==> src/rtl/vdram_mode_pkg.sv <==
package vdram_mode_pkg;

   typedef enum logic [2:0] {
      CYC_IDLE        = 3'd0,
      CYC_RANDOM      = 3'd1,
      CYC_RANDOM_MASK = 3'd2,
      CYC_BLOCK_WR    = 3'd3,
      CYC_READ_XFER   = 3'd4,
      CYC_WRITE_XFER  = 3'd5,
      CYC_REFRESH     = 3'd6,
      CYC_SPECIAL     = 3'd7
   } cyc_mode_e;

   // bit positions inside the synchronized control bus
   localparam int CTL_RAS = 0;
   localparam int CTL_CAS = 1;
   localparam int CTL_TRG = 2;
   localparam int CTL_WEL = 3;
   localparam int CTL_WEU = 4;
   localparam int CTL_DSF = 5;
   localparam int CTL_W   = 6;

   // idle levels: strobes and enables high, special-function low
   localparam logic [CTL_W-1:0] CTL_IDLE = 6'b011111;

   function automatic logic is_random(cyc_mode_e m);
      return (m == CYC_RANDOM) || (m == CYC_RANDOM_MASK) || (m == CYC_BLOCK_WR);
   endfunction

   function automatic logic takes_column(cyc_mode_e m);
      return is_random(m) || (m == CYC_READ_XFER) || (m == CYC_WRITE_XFER);
   endfunction

endpackage

==> src/rtl/vdram_sync.sv <==
module vdram_sync #(
   parameter int               WIDTH   = 1,
   parameter int               STAGES  = 2,
   parameter logic [WIDTH-1:0] RST_VAL = '0
) (
   input  logic             clk,
   input  logic             rst_n,
   input  logic [WIDTH-1:0] d,
   output logic [WIDTH-1:0] q
);

   generate
      if (STAGES < 2) begin : g_bad_stages
         $error("vdram_sync: STAGES must be at least 2");
      end
      if (WIDTH < 1) begin : g_bad_width
         $error("vdram_sync: WIDTH must be at least 1");
      end
   endgenerate

   logic [STAGES-1:0][WIDTH-1:0] chain_q;

   always_ff @(posedge clk or negedge rst_n) begin
      if (!rst_n) begin
         for (int i = 0; i < STAGES; i++) chain_q[i] <= RST_VAL;
      end else begin
         chain_q[0] <= d;
         for (int i = 1; i < STAGES; i++) chain_q[i] <= chain_q[i-1];
      end
   end

   assign q = chain_q[STAGES-1];

endmodule

==> src/rtl/vdram_edge.sv <==
module vdram_edge #(
   parameter int               WIDTH   = 1,
   parameter bit               RISING  = 1'b0,
   parameter logic [WIDTH-1:0] RST_VAL = '1
) (
   input  logic             clk,
   input  logic             rst_n,
   input  logic [WIDTH-1:0] level,
   output logic [WIDTH-1:0] edge_o
);

   logic [WIDTH-1:0] prev_q;

   always_ff @(posedge clk or negedge rst_n) begin
      if (!rst_n) prev_q <= RST_VAL;
      else        prev_q <= level;
   end

   generate
      if (RISING) begin : g_rise
         assign edge_o = level & ~prev_q;
      end else begin : g_fall
         assign edge_o = prev_q & ~level;
      end
   endgenerate

endmodule

==> src/rtl/vdram_mode_class.sv <==
module vdram_mode_class
   import vdram_mode_pkg::*;
(
   input  logic      cas_n,
   input  logic      trg_n,
   input  logic      wel_n,
   input  logic      weu_n,
   input  logic      dsf,
   output cyc_mode_e mode
);

   logic both_we_high;
   assign both_we_high = wel_n & weu_n;

   always_comb begin
      if (!cas_n)      mode = CYC_REFRESH;
      else if (dsf)    mode = CYC_SPECIAL;
      else if (!trg_n) mode = both_we_high ? CYC_READ_XFER : CYC_WRITE_XFER;
      else             mode = both_we_high ? CYC_RANDOM : CYC_RANDOM_MASK;
   end

endmodule

==> src/rtl/vdram_mode_decoder.sv <==
module vdram_mode_decoder
   import vdram_mode_pkg::*;
#(
   parameter int ADDR_W      = 9,
   parameter int SYNC_STAGES = 2
) (
   input  logic              clk,
   input  logic              rst_n,
   input  logic              ras_n,
   input  logic              cas_n,
   input  logic              trg_n,
   input  logic              wel_n,
   input  logic              weu_n,
   input  logic              dsf,
   input  logic [ADDR_W-1:0] addr_pin,
   output logic [ADDR_W-1:0] row_addr,
   output logic [ADDR_W-1:0] col_addr,
   output logic [2:0]        cyc_mode,
   output logic              wpb_en,
   output logic              mode_valid,
   output logic              col_valid,
   output logic              we_lo,
   output logic              we_hi,
   output logic              dout_en
);

   localparam int               BUS_W   = ADDR_W + CTL_W;
   localparam logic [BUS_W-1:0] BUS_RST = {{ADDR_W{1'b0}}, CTL_IDLE};

   generate
      if (ADDR_W < 1) begin : g_bad_addr
         $error("vdram_mode_decoder: ADDR_W must be at least 1");
      end
   endgenerate

   // ---------------- synchronization ----------------
   logic [BUS_W-1:0] pin_bus, sync_bus;

   assign pin_bus = {addr_pin, dsf, weu_n, wel_n, trg_n, cas_n, ras_n};

   vdram_sync #(
      .WIDTH  (BUS_W),
      .STAGES (SYNC_STAGES),
      .RST_VAL(BUS_RST)
   ) u_sync (
      .clk  (clk),
      .rst_n(rst_n),
      .d    (pin_bus),
      .q    (sync_bus)
   );

   logic              ras_s, cas_s, trg_s, wel_s, weu_s, dsf_s;
   logic [ADDR_W-1:0] addr_s;

   assign ras_s  = sync_bus[CTL_RAS];
   assign cas_s  = sync_bus[CTL_CAS];
   assign trg_s  = sync_bus[CTL_TRG];
   assign wel_s  = sync_bus[CTL_WEL];
   assign weu_s  = sync_bus[CTL_WEU];
   assign dsf_s  = sync_bus[CTL_DSF];
   assign addr_s = sync_bus[BUS_W-1:CTL_W];

   // ---------------- edge detection ----------------
   logic [1:0] strobe_fall;   // [0] row, [1] column
   logic [1:0] we_fall;       // [0] lower, [1] upper
   logic [1:0] we_rise;

   vdram_edge #(.WIDTH(2), .RISING(1'b0), .RST_VAL(2'b11)) u_strobe_fall (
      .clk(clk), .rst_n(rst_n), .level({cas_s, ras_s}), .edge_o(strobe_fall)
   );

   vdram_edge #(.WIDTH(2), .RISING(1'b0), .RST_VAL(2'b11)) u_we_fall (
      .clk(clk), .rst_n(rst_n), .level({weu_s, wel_s}), .edge_o(we_fall)
   );

   vdram_edge #(.WIDTH(2), .RISING(1'b1), .RST_VAL(2'b11)) u_we_rise (
      .clk(clk), .rst_n(rst_n), .level({weu_s, wel_s}), .edge_o(we_rise)
   );

   // ---------------- classification ----------------
   cyc_mode_e row_mode;

   vdram_mode_class u_class (
      .cas_n(cas_s),
      .trg_n(trg_s),
      .wel_n(wel_s),
      .weu_n(weu_s),
      .dsf  (dsf_s),
      .mode (row_mode)
   );

   // ---------------- cycle state ----------------
   cyc_mode_e         mode_q;
   cyc_mode_e         page_mode;
   logic [ADDR_W-1:0] row_q, col_q;
   logic              wpb_q, col_done_q, mv_q, cv_q, we_lo_q, we_hi_q;

   always_comb begin
      if (dsf_s)      page_mode = CYC_BLOCK_WR;
      else if (wpb_q) page_mode = CYC_RANDOM_MASK;
      else            page_mode = CYC_RANDOM;
   end

   always_ff @(posedge clk or negedge rst_n) begin
      if (!rst_n) begin
         mode_q     <= CYC_IDLE;
         row_q      <= '0;
         col_q      <= '0;
         wpb_q      <= 1'b0;
         col_done_q <= 1'b0;
         mv_q       <= 1'b0;
         cv_q       <= 1'b0;
         we_lo_q    <= 1'b0;
         we_hi_q    <= 1'b0;
      end else begin
         mv_q <= 1'b0;
         cv_q <= 1'b0;
         if (ras_s) begin
            mode_q     <= CYC_IDLE;
            wpb_q      <= 1'b0;
            col_done_q <= 1'b0;
            we_lo_q    <= 1'b0;
            we_hi_q    <= 1'b0;
         end else if (strobe_fall[0]) begin
            mode_q     <= row_mode;
            row_q      <= addr_s;
            mv_q       <= 1'b1;
            wpb_q      <= (row_mode == CYC_RANDOM_MASK);
            col_done_q <= 1'b0;
            we_lo_q    <= 1'b0;
            we_hi_q    <= 1'b0;
         end else begin
            if (strobe_fall[1] && takes_column(mode_q)) begin
               col_q      <= addr_s;
               cv_q       <= 1'b1;
               col_done_q <= 1'b1;
               if (is_random(mode_q) && (page_mode != mode_q)) begin
                  mode_q <= page_mode;
                  mv_q   <= 1'b1;
               end
            end
            if (is_random(mode_q) && col_done_q) begin
               if (we_fall[0])      we_lo_q <= 1'b1;
               else if (we_rise[0]) we_lo_q <= 1'b0;
               if (we_fall[1])      we_hi_q <= 1'b1;
               else if (we_rise[1]) we_hi_q <= 1'b0;
            end
         end
      end
   end

   // ---------------- outputs ----------------
   logic read_mode;
   assign read_mode = (mode_q == CYC_RANDOM) || (mode_q == CYC_RANDOM_MASK);

   assign dout_en    = read_mode & col_done_q & ~cas_s & ~trg_s;
   assign row_addr   = row_q;
   assign col_addr   = col_q;
   assign cyc_mode   = mode_q;
   assign wpb_en     = wpb_q;
   assign mode_valid = mv_q;
   assign col_valid  = cv_q;
   assign we_lo      = we_lo_q;
   assign we_hi      = we_hi_q;

endmodule

==> config.mk <==
export PLATFORM = sky130hd
export DESIGN_NAME = vdram_mode_decoder
export DESIGN_NICKNAME = d
export VERILOG_FILES = /design/src/rtl/vdram_mode_pkg.sv /design/src/rtl/vdram_sync.sv /design/src/rtl/vdram_edge.sv /design/src/rtl/vdram_mode_class.sv /design/src/rtl/vdram_mode_decoder.sv
export SDC_FILE = /design/constraint.sdc
export NUM_CORES = 1
export LEC_CHECK = 0
export BUFFER_PORTS_ARGS = -buffer_cell sky130_fd_sc_hd__buf_4
export CAP_MARGIN = 5
export CORE_UTILIZATION = 42
export DETAILED_ROUTE_END_ITERATION = 10
export SYNTH_ARGS = -nofsm -noshare
export SYNTH_HDL_FRONTEND = slang
export SYNTH_SLANG_ARGS = --single-unit
==> constraint.sdc <==
create_clock -name clk -period 3.53 [get_ports clk]
set_input_delay 0.8825 -clock clk [delete_from_list [all_inputs] [get_ports clk]]
set_output_delay 0.8825 -clock clk [all_outputs]
set_load 0.01 [all_outputs]
# Yosys cells after proc, flatten, opt, wreduce, memory -nomap -nowiden
# Cells that the tools add are included.
[classes] n_mul=0 shifts=0 bitwise=14 addsub=0 n_lt_le_gt_ge=0 reduce_logical=18 div=0 n_eq_ne=7 muxes=33
[ops] cell="two-way mux 3 bit" count=8
[ops] cell="two-way mux 1 bit" count=23
[ops] cell="equality test 3 x 2 -> 1 bit, second input constant" count=3
[ops] cell="nonzero test 3 bit" count=3
[ops] cell="AND reduction 2 bit" count=4
[ops] cell="nonzero test 4 bit" count=2
[ops] cell="AND 2 bit" count=3
[ops] cell="equality test 3 bit, second input constant" count=2
[ops] cell="inverter 2 bit" count=3
[ops] cell="AND 1 bit" count=4
[ops] cell="logical OR 1 bit" count=4
[ops] cell="two-way mux 2 bit" count=2
[ops] cell="inverter 1 bit" count=4
[ops] cell="equality test 3 x 1 -> 1 bit, second input constant" count=1
[ops] cell="logical AND 1 bit" count=3
[ops] cell="!= test 3 bit" count=1
[ops] cell="AND reduction 3 bit" count=1
[ops] cell="nonzero test 2 bit" count=1
[totals] out_inout_bits=27 rom_bits=0 regBits=61 inputBits=17 ram_bits=0 latch_bits=0 n_memories=0

# Longest topological paths before layout
[logic_depth] word_depth=9 ltp_mapped=6

# By module
# A second synthesis with hierarchy kept.
[hier_totals] hier_cells=150 area_unflattened_um2=2344.7
[by_module_without_submodules] module="vdram_mode_decoder" instances=1 cells_each=88 area_per_inst_um2=1188.6
[by_module_without_submodules] module="vdram_sync" instances=1 cells_each=45 area_per_inst_um2=875.8
[by_module_without_submodules] module="vdram_edge" instances=3 cells_each=4 area_per_inst_um2=80.1
[by_module_without_submodules] module="vdram_mode_class" instances=1 cells_each=5 area_per_inst_um2=40.0

# Worst setup path after synthesis
# OpenSTA, ideal clock, no wires.
[synth_path] path_type="reg-to-output" start="register mode_q[0] (netlist: cyc_mode[0])" end="output port dout_en" stages_incl_launch_ff=3 path_slack_ns=1.638 path_buffers=0 arrival_ns=1.009 cell_sequence="dfrtp_1 -> a211o_1 -> nor3_1"
[synth_via] elab_chain_cells=5 word_cells_on_any_way=6 cone_classes="eq/ne (2); bitwise (3); reduce/logical (1)"
[synth_rtl] element="start, declared" line="vdram_mode_decoder.sv:93" rtl="cyc_mode_e mode_q;"
[synth_rtl] element="start signal, assigned" line="vdram_mode_decoder.sv:125" rtl="mode_q <= row_mode;"
[synth_rtl] element="start signal, assigned" line="vdram_mode_decoder.sv:138" rtl="mode_q <= page_mode;"
[synth_rtl] element="equality test 3 x 1 -> 1 bit / equality test 3 x 2 -> 1 bit (equally long branches)" line="vdram_mode_decoder.sv:154" rtl="assign read_mode = (mode_q == CYC_RANDOM) || (mode_q == CYC_RANDOM_MASK);"
[synth_rtl] element="logical OR 1 bit (*)" line="vdram_mode_decoder.sv:154"
[synth_rtl] element="AND 1 bit (*) (3 in series)" line="vdram_mode_decoder.sv:156" rtl="assign dout_en = read_mode & col_done_q & ~cas_s & ~trg_s;"
[synth_rtl] element="end, declared" line="vdram_mode_decoder.sv:24" rtl="output logic dout_en"
# Every way passes the cells marked *; elsewhere a longest branch is shown, timed or not.

# Worst setup path after layout
# Same ends and word-level chain as after synthesis.

==> results.md <==
| Metric | This run |
| --- | --- |
| Outcome | finished, final reports clean |
| Endpoint type of the worst setup path | primary output |
| Synth Cell Area | 2070 µm² |
| Fraction of the mapped netlist area in adder cells | 1.82% |
| Combinational family with the most area after synthesis | multiplexers |
| Unrepaired setup endpoints after global routing | no |
| Top-Level Pins | 44 |
| Minimum period implied by the final worst setup slack | 2.26 ns |
| Critical setup path kind | flip-flop to primary output |
| Type of the worst min-delay path | flip-flop to flip-flop |
| Synth Area in Simple Gates | 6.30% |
| Vias in the first global route | 1244 |
| DRC violations left | 0 |
| Largest stage delay, worst path | 0.46 ns |
| Clk buf depth | 2 |
| Max-Slew Margin vs Limit | 37.4% |
| Setup TNS Final | 0 ns |
| DR vias | 1174 |
| Number of nets still failing antenna checks after routing | 0 |
| Most common cell after layout, fill and taps aside | dfrtp_1 |
| Max-cap violations | 0 |
| Maximum net fanout on the critical path | 7 |
| Synth unique cells | 27 |
| Average wire per cell in the routed design | 14.3 µm |
| Final number of max-transition violations | 0 |
| Number of clock buffers inserted by TritonCTS | 9 |
| Global-route total usage across every layer | 16.2% |
| Last weighted congestion value of the routability-driven placer | 0.769 |
| # hold bufs at CTS | 0 |
| Post-route setup slack | 1.27 ns |
| Number of buffer and inverter stages on the critical path | 1 |
| Starting density of the core | 43.7% |
| Clock power frac | 34.6% |
| Overflow left after global routing | 0 |
| Worst skew pair latency | 0.32 ns |
| Number of standard cells in the layout, taps in and fillers out | 251 |
| Iteration-0 DRC count of the detailed router | 83 |
| Post-detailed-routing wire length | 3.58 mm |
| TritonCTS clock tree | yes |
| H-tree level count | 3 |
| DRT Pass-1 Iters | 4 |
| Library cell occupying the most area in the post-synthesis netlist | dfrtp_1 |
| Fraction of layout cells with a size suffix above 1 | 50.0% |
| Area fraction of the dominant cell type after synthesis | 56.9% |
| Num rows | 25 |
| Net count after synthesis | 148 |
| Total power consumption of the routed design | 1.57 mW |
| Largest clock skew in the final design | 0.00665 ns |
| Compound-cell area share of the yosys netlist | 4.24% |
| Leakage power total | 1.21 nW |
| Nets@finish | 199 |
| Pin count of the biggest net entering global routing | 62 |
| CTS clock-pin slew for the worst setup and hold paths | 0.07 ns |
| Total of fill cells in the finished design | 397 |
| Most used cells in the layout excluding fill and tap cells | 47 x dfrtp_1, 43 x buf_4, 18 x mux2_2, 14 x dfstp_2, 11 x clkbuf_8 |
| Clock sink total | 61 |
| Post-CTS Setup Bufs | 0 |
| Top cell family by delay on the critical path | flip-flops |
| Full die area | 5200 µm² |
| Internal Dissipation | 1.18 mW |
| Data required time of the critical path | 2.65 ns |
| Portion of netlist area occupied by mux cells | 11.3% |
| Ant. Diodes | 0 |
| IO Port Bufs | 43 |
| Fraction of power consumed by combinational cells | 12.9% |
| Die Width | 72.1 µm |
| Count of cells resized by post-cts repair | 0 |
| Number of vias per cell | 4.68 |
| Area contributors post-synth | dfrtp_1 57%, dfstp_2 18%, mux2_2 9.8% |
| Placed cell count | 235 |
| Crit path launch type | flip-flop |
| XOR/XNOR Fraction of Synth Area | 0% |
| Slowest-stage cell, CP | dfrtp_1 |
| Achievable frequency | 443 MHz |
| Proportion of synthesized chip area in sequential cells | 74.7% |
| Syn-to-layout area delta | 27.7% |
| Die outline height | 72.1 µm |
| Data arrival, critical path | 1.38 ns |
| Synthesized area per cell | 16.1 µm² |
| Flip-flop and latch count after synthesis | 61 |
| Clk Tree Root Cell | clkbuf_8 |
| Initial antenna violation count | 0 |
| Switching power share of the total | 24.6% |
| Post-layout utilization of the core | 55.9% |
| Power per cell area | 595 nW/µm² |
| Wire length of the first global-routing pass | 6.04 mm |
| Sequential cell fraction of total power | 52.5% |
| Synthesized netlist cell count | 128 |
| Crit path cell chain | a211o_1 -> nor3_1 -> buf_4 |
| Syn. warnings | 0 |
| Switching pwr | 0.387 mW |
| Final period utilization | 64.0% |
| Final number of hold-violating endpoints | 0 |
| Slew at the pin closest to its max-slew limit | 0.938 ns |
| Worst VDD drop | 0.325 mV |
| Final setup violation count | 0 |
| Worst slack after detailed placement | 1.56 ns |
| Detailed placement HPWL | 2.34 mm |
| Standard cell core area | 4720 µm² |
## cell type report
| class | count | area [µm²] | area share [%] |
|---|---|---|---|
| tap | 67 | 83.8 | 3.18 |
| clock buffer | 12 | 155 | 5.88 |
| timing repair buffer | 43 | 323 | 12.2 |
| multi-input combinational | 58 | 488 | 18.5 |
| clock inverter | 4 | 22.5 | 0.853 |
| sequential | 61 | 1540 | 58.5 |
| inverter | 6 | 22.5 | 0.853 |
## worst register-to-register path, cell delays in order, from the launching register on
cell and delay [ns]:
dfstp_2 0.68, nor2b_1 0.79, mux2_2 0.42
## cell usage after synthesis
| cell | n |
|---|---|
| dfstp_2 | 14 |
| a211o_2 | 1 |
| dfrtp_1 | 47 |
| a211o_1 | 2 |
| nor4b_1 | 1 |
| and3_1 | 1 |
| a21boi_0 | 1 |
| nor3_1 | 6 |
| ha_1 | 3 |
| a211oi_1 | 2 |
| a21oi_1 | 2 |
| nor2b_1 | 2 |
| nand4_1 | 1 |
| nand3_1 | 1 |
| mux2_2 | 18 |
| clkbuf_1 | 3 |
| mux2i_1 | 3 |
| o21bai_1 | 1 |
| nand2b_1 | 3 |
| a2111oi_0 | 1 |
| nor3_4 | 1 |
| nor3b_1 | 1 |
| a31oi_1 | 1 |
| nand2_1 | 1 |
| o21ai_0 | 1 |
| nor2_1 | 4 |
| inv_1 | 6 |
## metrics by stage
step                hold WS (ns)  cell area [µm²]
floorplan                  0.331             2070
finish                     0.345             2640
detailed placement         0.335             2460
global placement           0.332             2460
CTS                        0.344             2640
global route               0.352             2640
## flip-flops by register name, summed over array words and instances (netlist names)
register,count
u_we_rise.prev_q,2
we_lo,1
cyc_mode,3
col_addr,9
col_valid,1
u_sync.chain_q,15
row_addr,9
u_strobe_fall.prev_q,2
wpb_en,1
col_done_q,1
u_sync.q,15
mode_valid,1
we_hi,1
## per-layer routing
| layer | track usage [%] | up-vias | share of wire, % |
|---|---|---|---|
| met5 | 0 | - | 0 |
| met2 | 22.9 | 33 | 49 |
| met3 | 4.31 | 8 | 4.2 |
| met4 | 11.1 | 0 | 2.1 |
| li1 | - | 551 | - |
| met1 | 21.7 | 582 | 45 |
## power groups by stage
stage	clock network [mW]	logic, mW	registers [mW]
floorplan	0	0.0662	0.845
global placement	0	0.200	0.832
detailed placement	0	0.206	0.835
CTS	0.557	0.208	0.825
global route	0.593	0.222	0.834
finish	0.543	0.203	0.824
## final timing paths
kind	from	end	slack [ns]	cells after the start
max in group asynchronous	rst_n	cyc_mode[2]	2.43	1
worst max-delay path	cyc_mode[0]	dout_en	1.27	3
worst min-delay path	u_sync.chain_q[5]	u_sync.q[5]	0.34	0
min in group asynchronous	rst_n	col_done_q	0.60	1
worst min register to register	u_sync.chain_q[5]	u_sync.q[5]	0.34	0
worst max register to register	u_strobe_fall.prev_q[0]	row_addr[7]	1.52	2
## cells by family (layout without fill, tap and decap cells)
family / after synthesis / in the layout
adders and majority gates: 3 / 3
and+or+nand+nor: 22 / 22
muxes: 21 / 21
AOI/OAI and AO/OA: 12 / 12
buffers and inverters: 9 / 65
DFF: 61 / 61
(Power assumes the default switching activity.)
